==> config.mk <==
export PLATFORM = sky130hd
export DESIGN_NAME = pattern_scroller
export DESIGN_NICKNAME = d
export VERILOG_FILES = /design/src/rtl/pscr_pkg.sv /design/src/rtl/pscr_regfile.sv /design/src/rtl/pscr_frame_timer.sv /design/src/rtl/pscr_slot_walker.sv /design/src/rtl/pattern_scroller.sv
export SDC_FILE = /design/constraint.sdc
export NUM_CORES = 1
export LEC_CHECK = 0
export CAP_MARGIN = 5
export CORE_UTILIZATION = 40
export CTS_BUF_LIST = sky130_fd_sc_hd__clkbuf_8
export CTS_CLUSTER_SIZE = 8
export DETAILED_ROUTE_END_ITERATION = 8
export DONT_BUFFER_PORTS = 1
export PLACE_DENSITY = 0.59
export SETUP_SLACK_MARGIN = 0.1
export SYNTH_ARGS = -nofsm -noshare
export SYNTH_HDL_FRONTEND = slang
export SYNTH_SLANG_ARGS = --single-unit
==> constraint.sdc <==
create_clock -name clk -period 4.1 [get_ports clk]
set_clock_uncertainty 0.2 [all_clocks]
set_input_delay 0.41 -clock clk [delete_from_list [all_inputs] [get_ports clk]]
set_output_delay 0.41 -clock clk [all_outputs]
set_load 0.01 [all_outputs]
==> src/rtl/pscr_pkg.sv <==
package pscr_pkg;

  localparam int PSCR_SLOTS  = 16;
  localparam int PSCR_CODE_W = 4;
  localparam int PSCR_FT_W   = 8;
  localparam int PSCR_ADDR_W = 4;

  localparam int ADDR_FTIME = 0;
  localparam int ADDR_SCNT  = 1;
  localparam int ADDR_SLOT0 = 2;

  // frames per slot: twice the programmed value, zero counted as one
  function automatic int hold_frames(input int ftime);
    int f;
    f = (ftime == 0) ? 1 : ftime;
    return 2 * f;
  endfunction

  // slot index after a slot end, given the programmed slot count
  function automatic int next_slot(input int idx, input int cnt);
    int c;
    c = (cnt == 0) ? 1 : cnt;
    return (idx + 1 >= c) ? 0 : idx + 1;
  endfunction

endpackage

==> src/rtl/pscr_regfile.sv <==
module pscr_regfile #(
  parameter int SLOTS      = pscr_pkg::PSCR_SLOTS,
  parameter int CODE_W     = pscr_pkg::PSCR_CODE_W,
  parameter int FT_W       = pscr_pkg::PSCR_FT_W,
  parameter int ADDR_W     = pscr_pkg::PSCR_ADDR_W,
  parameter int RST_FTIME  = 30,
  parameter int RST_SCNT   = 14,
  localparam int DATA_W    = 2 * CODE_W,
  localparam int CNT_W     = $clog2(SLOTS),
  localparam int PAIRS     = SLOTS / 2
) (
  input  logic                         clk,
  input  logic                         rst_n,
  input  logic                         wr,
  input  logic [ADDR_W-1:0]            addr,
  input  logic [DATA_W-1:0]            wdata,
  output logic [DATA_W-1:0]            rdata,
  output logic [FT_W-1:0]              ftime,
  output logic [CNT_W-1:0]             slot_cnt,
  output logic [SLOTS-1:0][CODE_W-1:0] codes
);
  import pscr_pkg::*;

  logic [FT_W-1:0]              ftime_q;
  logic [CNT_W-1:0]             scnt_q;
  logic [SLOTS-1:0][CODE_W-1:0] code_q;

  always_ff @(posedge clk or negedge rst_n) begin
    if (!rst_n) begin
      ftime_q <= FT_W'(RST_FTIME);
      scnt_q  <= CNT_W'(RST_SCNT);
    end else if (wr) begin
      if (addr == ADDR_W'(ADDR_FTIME)) ftime_q <= wdata[FT_W-1:0];
      if (addr == ADDR_W'(ADDR_SCNT))  scnt_q  <= wdata[CNT_W-1:0];
    end
  end

  for (genvar i = 0; i < SLOTS; i++) begin : g_slot
    localparam int PAIR = i / 2;
    localparam int LSB  = (i % 2) * CODE_W;
    always_ff @(posedge clk or negedge rst_n) begin
      if (!rst_n)
        code_q[i] <= CODE_W'(i + 1);
      else if (wr && addr == ADDR_W'(ADDR_SLOT0 + PAIR))
        code_q[i] <= wdata[LSB +: CODE_W];
    end
  end

  always_comb begin
    rdata = '0;
    if (addr == ADDR_W'(ADDR_FTIME))
      rdata = DATA_W'(ftime_q);
    else if (addr == ADDR_W'(ADDR_SCNT))
      rdata = DATA_W'(scnt_q);
    else
      for (int k = 0; k < PAIRS; k++)
        if (addr == ADDR_W'(ADDR_SLOT0 + k))
          rdata = {code_q[2*k+1], code_q[2*k]};
  end

  assign ftime    = ftime_q;
  assign slot_cnt = scnt_q;
  assign codes    = code_q;

  // the reserved upper half of the slot-count register never shows a one
  always_comb begin
    if (rst_n && addr == ADDR_W'(ADDR_SCNT))
      p_resv_zero_r3: assert (rdata[DATA_W-1:CNT_W] == '0);
  end

endmodule

==> src/rtl/pscr_frame_timer.sv <==
module pscr_frame_timer #(
  parameter int FT_W    = pscr_pkg::PSCR_FT_W,
  localparam int HOLD_W = FT_W + 1
) (
  input  logic            clk,
  input  logic            rst_n,
  input  logic            en,
  input  logic            frame_start,
  input  logic [FT_W-1:0] ftime,
  output logic            slot_end
);
  import pscr_pkg::*;

  logic [HOLD_W-1:0] cnt_q;
  logic [HOLD_W-1:0] hold_q;
  logic [HOLD_W-1:0] hold_new;

  assign hold_new = HOLD_W'(hold_frames(int'(ftime)));
  assign slot_end = en && frame_start && (cnt_q == hold_q - HOLD_W'(1));

  always_ff @(posedge clk or negedge rst_n) begin
    if (!rst_n) begin
      cnt_q  <= '0;
      hold_q <= HOLD_W'(hold_frames(30));
    end else if (!en) begin
      cnt_q  <= '0;
      hold_q <= hold_new;
    end else if (slot_end) begin
      cnt_q  <= '0;
      hold_q <= hold_new;
    end else if (frame_start) begin
      cnt_q  <= cnt_q + HOLD_W'(1);
    end
  end

  p_cnt_below_hold_r4: assert property (@(posedge clk) disable iff (!rst_n)
    cnt_q < hold_q);

  p_off_clears_r6: assert property (@(posedge clk) disable iff (!rst_n)
    !en |=> cnt_q == '0);

  p_hold_even_r4: assert property (@(posedge clk) disable iff (!rst_n)
    hold_q[0] == 1'b0 && hold_q != '0);

endmodule

==> src/rtl/pscr_slot_walker.sv <==
module pscr_slot_walker #(
  parameter int SLOTS   = pscr_pkg::PSCR_SLOTS,
  parameter int CODE_W  = pscr_pkg::PSCR_CODE_W,
  localparam int IDX_W  = $clog2(SLOTS),
  localparam int CNT_W  = $clog2(SLOTS)
) (
  input  logic                         clk,
  input  logic                         rst_n,
  input  logic                         en,
  input  logic                         slot_end,
  input  logic [CNT_W-1:0]             slot_cnt,
  input  logic [SLOTS-1:0][CODE_W-1:0] codes,
  output logic [CODE_W-1:0]            pattern,
  output logic                         pattern_chg
);
  import pscr_pkg::*;

  logic [IDX_W-1:0]  idx_q, idx_next;
  logic [CODE_W-1:0] pat_q, pat_next;
  logic              chg_q;

  always_comb begin
    if (!en) begin
      idx_next = '0;
      pat_next = codes[0];
    end else if (slot_end) begin
      idx_next = IDX_W'(next_slot(int'(idx_q), int'(slot_cnt)));
      pat_next = codes[idx_next];
    end else begin
      idx_next = idx_q;
      pat_next = pat_q;
    end
  end

  always_ff @(posedge clk or negedge rst_n) begin
    if (!rst_n) begin
      idx_q <= '0;
      pat_q <= CODE_W'(1);
      chg_q <= 1'b0;
    end else begin
      idx_q <= idx_next;
      pat_q <= pat_next;
      chg_q <= (pat_next != pat_q);
    end
  end

  assign pattern     = pat_q;
  assign pattern_chg = chg_q;

  p_step_or_wrap_r5: assert property (@(posedge clk) disable iff (!rst_n)
    slot_end |=> (idx_q == '0 || idx_q == $past(idx_q) + IDX_W'(1)));

  p_hold_between_ends_r7: assert property (@(posedge clk) disable iff (!rst_n)
    (en && !slot_end) |=> $stable(pat_q));

  p_off_slot_one_r6: assert property (@(posedge clk) disable iff (!rst_n)
    !en |=> idx_q == '0);

  p_chg_marks_edge_r9: assert property (@(posedge clk) disable iff (!rst_n)
    chg_q == !$stable(pat_q));

endmodule

==> src/rtl/pattern_scroller.sv <==
module pattern_scroller #(
  parameter int SLOTS   = pscr_pkg::PSCR_SLOTS,
  parameter int CODE_W  = pscr_pkg::PSCR_CODE_W,
  parameter int FT_W    = pscr_pkg::PSCR_FT_W,
  parameter int ADDR_W  = pscr_pkg::PSCR_ADDR_W,
  localparam int DATA_W = 2 * CODE_W,
  localparam int CNT_W  = $clog2(SLOTS)
) (
  input  logic              clk,
  input  logic              rst_n,
  input  logic              frame_start,
  input  logic              scroll_en,
  input  logic              reg_wr,
  input  logic [ADDR_W-1:0] reg_addr,
  input  logic [DATA_W-1:0] reg_wdata,
  output logic [DATA_W-1:0] reg_rdata,
  output logic [CODE_W-1:0] pattern,
  output logic              pattern_chg
);

  logic [FT_W-1:0]              ftime;
  logic [CNT_W-1:0]             slot_cnt;
  logic [SLOTS-1:0][CODE_W-1:0] codes;
  logic                         slot_end;

  pscr_regfile #(
    .SLOTS(SLOTS), .CODE_W(CODE_W), .FT_W(FT_W), .ADDR_W(ADDR_W)
  ) u_regs (
    .clk(clk), .rst_n(rst_n), .wr(reg_wr), .addr(reg_addr),
    .wdata(reg_wdata), .rdata(reg_rdata),
    .ftime(ftime), .slot_cnt(slot_cnt), .codes(codes)
  );

  pscr_frame_timer #(.FT_W(FT_W)) u_timer (
    .clk(clk), .rst_n(rst_n), .en(scroll_en), .frame_start(frame_start),
    .ftime(ftime), .slot_end(slot_end)
  );

  pscr_slot_walker #(.SLOTS(SLOTS), .CODE_W(CODE_W)) u_walker (
    .clk(clk), .rst_n(rst_n), .en(scroll_en), .slot_end(slot_end),
    .slot_cnt(slot_cnt), .codes(codes),
    .pattern(pattern), .pattern_chg(pattern_chg)
  );

  // pattern may only move at a slot end or while scrolling is off
  p_move_needs_cause_r10: assert property (@(posedge clk) disable iff (!rst_n)
    (scroll_en && !slot_end) |=> !pattern_chg);

endmodule

==> metrics.csv <==
metric,value,unit
outcome,"complete, no violations",
grt_max_degree,103,
fin_area,0.00636,sq mm
cts_tree,yes,
h-tree-depth,3,
worst_pin_slew,0.802,ns
crit_slowest_cell,o21ai_0,
vias_per_cell,5.92,
nFillCells,1347,
syn_area,0.00590,sq mm
fin_crit_sh,88.1,%
power_density,460,mW/mm^2
slew_headroom,46.3,%
coreArea,0.0145,sq mm
die_w,123,microns
critPathMaxStageDelay,0.53,ns
period_minus_slack,3.61,ns
postSynthAreaPerCell,11.3,sq um
clkLatencyLatePin,0.39,ns
ctsResizeCount,0,
dpl_cell_area,0.00601,sq mm
ys_async_sr_fraction,100,%
drive_gt1_share,34.7,%
cts-root-buf,clkbuf_8,
critPathKind,flop to flop,
grt_pass1_wl,24.4,mm
cts-buffers-inserted,9,
portBuffers,0,
critPathBufInv,1,
synth_nets,547,
instances_no_fill,709,
seqCellArea,0.00261,sq mm
clock.fmax,277,MHz
cts_buffer_depth,2,
finalPower,2.93,mW
syn_inst,523,
ys_seq_area_share,44.2,%
remaining_drc_errors,0,
rows,44,
vdd_ir_drop_max,275,uV
path_cells,"ha_1, xnor2_2, inv_4, ha_1, o21ai_0, o21ai_0, o22ai_1, a32oi_1, xnor2_1, nand4_1, o32a_1",
cts_sinks,102,
p_leak,2.49,nW
dominantRegCellSynth,dfrtp_1,
placed_cells,680,
drt_iter0_drc,331,
final_nets,543,
drt-total-wl,15.4,mm
worst_slack,0.488,ns
dieHeight,123,microns
dr.pass1.iters,4,
start_util,40.7,%
hp-class,input pin to flop,
critPathTopFamily,compound AO/OA/AOI/OAI gates,
place_congestion,0.878,
post_cts_buffers,0,
place_ws,0.532,ns
via_count,4199,
multi_input_area,0.00310,sq mm
grt.total_usage,22.1,%
finalSetupViolCount,0,
ys_ff_latch,102,
critPathArrivalTime,3.69,ns
die_area,0.0152,sq mm
areaGrowthSynthToFinish,7.89,%
antenna_left,0,
grt_overflow,0,
cp-end-kind,flop,
io_pins,30,
crit_fanout,18,
antenna_found_initial,2,
drv_slew,0,
synth_edf_count,0,
final_cell_mix,"87 x mux2_2, 58 x dfrtp_1, 44 x dfstp_2, 35 x nand2_1, 34 x nor2_1",
hold_violations,0,
yosysWarningCount,0,
setup.worst_path.start_class,flop,
ys_types,71,
dpl.hpwl,10.7,mm
finalSetupTns,0,ns
grt_pass1_vias,4197,
wl_per_cell,21.8,microns
rsz0062_at_grt,no,
cts_hold_buf,12,
crit_required,4.18,ns
final_common_cell,mux2_2,
drv_cap,0,
cts.clk_slew.worst_paths,0.10,ns
-- path summary, 6_finish.rpt --
check,from,end,slack (ns),cells after the start
min reg2reg,u_regs.ftime[2]$_DFFE_PN1P_,u_timer.hold_q[3]$_DFFE_PN1P_,0.31,2
min,frame_start,u_timer.cnt_q[0]$_DFFE_PN0P_,0.04,2
max,u_walker.idx_q[1]$_DFFE_PN0P_,u_walker.pattern_chg$_DFF_PN0_,0.49,11
max in group asynchronous,rst_n,u_regs.codes[22]$_DFFE_PN1P_,2.89,2
min in group asynchronous,rst_n,u_walker.idx_q[3]$_DFFE_PN0P_,0.40,2
max reg2reg,u_walker.idx_q[1]$_DFFE_PN0P_,u_walker.pattern_chg$_DFF_PN0_,0.49,11
-- per-layer routing --
layer | part of all wire, % | GRT usage [%] | up-vias
met5 | 0.065 | 0 | -
met4 | 2.7 | 9.11 | 2
met3 | 5.7 | 5.12 | 27
met2 | 46 | 33.5 | 141
met1 | 46 | 30.2 | 2104
li1 | - | - | 1925
-- area by class of cell --
class                   count  area share, %
diodes                      1         0.0393
clock buffers               9           1.95
clock inverters             7           1.40
inverters                  14          0.885
multi-input cells         378           48.7
flip-flops and latches    102           41.0
well taps                 184           3.62
repair buffers             14           2.40
-- flip-flops by register name (all words and copies together) (netlist names) --
signal and flops:
u_timer.cnt_q 9, u_regs.ftime 8, u_regs.codes 64, u_timer.hold_q 8
u_walker.idx_q 4, u_regs.slot_cnt 4, u_walker.pattern 4, u_walker.pattern_chg 1
-- Yosys cell counts, drive strengths merged (2+ instances only) --
cell type	n	area share (%)
a221oi	4	0.70
or3	2	0.21
nand3b	2	0.25
clkbuf	13	0.83
a21boi	3	0.57
and2	3	0.34
mux2	87	17
and3	3	0.32
clkinv	2	0.15
nor4	2	0.21
o21ai	16	1.4
nor2	34	2.2
nand4	4	0.42
inv	12	0.81
a31oi	3	0.57
or2	2	0.21
dfstp	44	20
nor3	11	1.2
a21oi	25	2.2
o211ai	5	0.64
nand2	37	2.5
a22o	3	0.45
a211o	2	0.45
xor2	10	1.5
nand2b	5	0.66
mux4	11	4.2
a22oi	5	0.64
nor2b	3	0.32
nand3	15	1.4
buf	16	1.4
o22ai	11	1.2
o311ai	2	0.30
ha	7	1.5
a211oi	7	0.89
mux2i	20	3.4
xnor2	18	2.8
o31ai	3	0.38
dfrtp	58	25
-- per-stage QoR --
stage	utilization (%)	hold slack [ns]
2_1_floorplan	-	-0.0856
4_1_cts	43.9	0.00956
3_5_place_dp	41.5	-0.0830
3_3_place_gp	41.5	-0.0834
6_report	44.0	0.0354
5_1_grt	44.0	0.0250
-- cell families (layout without fill, tap and decap cells) --
kind of cell / count (synthesis) / in the layout / synth area share [%]
other cells: 0 / 1 / 0
flops: 102 / 102 / 44.2
mux: 118 / 118 / 24.2
xor+xnor: 28 / 28 / 4.29
buf+inv: 43 / 44 / 3.20
simple gates: 127 / 127 / 10.9
fa+ha+maj: 7 / 7 / 1.48
compound gates: 98 / 98 / 11.7
-- power breakdown --
part           total [mW]  switching, mW  internal [mW]
combinational       0.743          0.347          0.395
sequential           1.50          0.215           1.29
clock               0.681          0.386          0.296
-- worst register-to-register path, delay by kind of cell (launching register included) --
family / cells / cell delay (ns)
AOI/OAI and AO/OA: 5 / 1.50
adders and majority gates: 2 / 0.59
xor gates and xnor gates: 2 / 0.53
DFF: 1 / 0.42
buffers and inverters: 1 / 0.17
and+or+nand+nor: 1 / 0.10
Power figures use the tool's default switching activity.
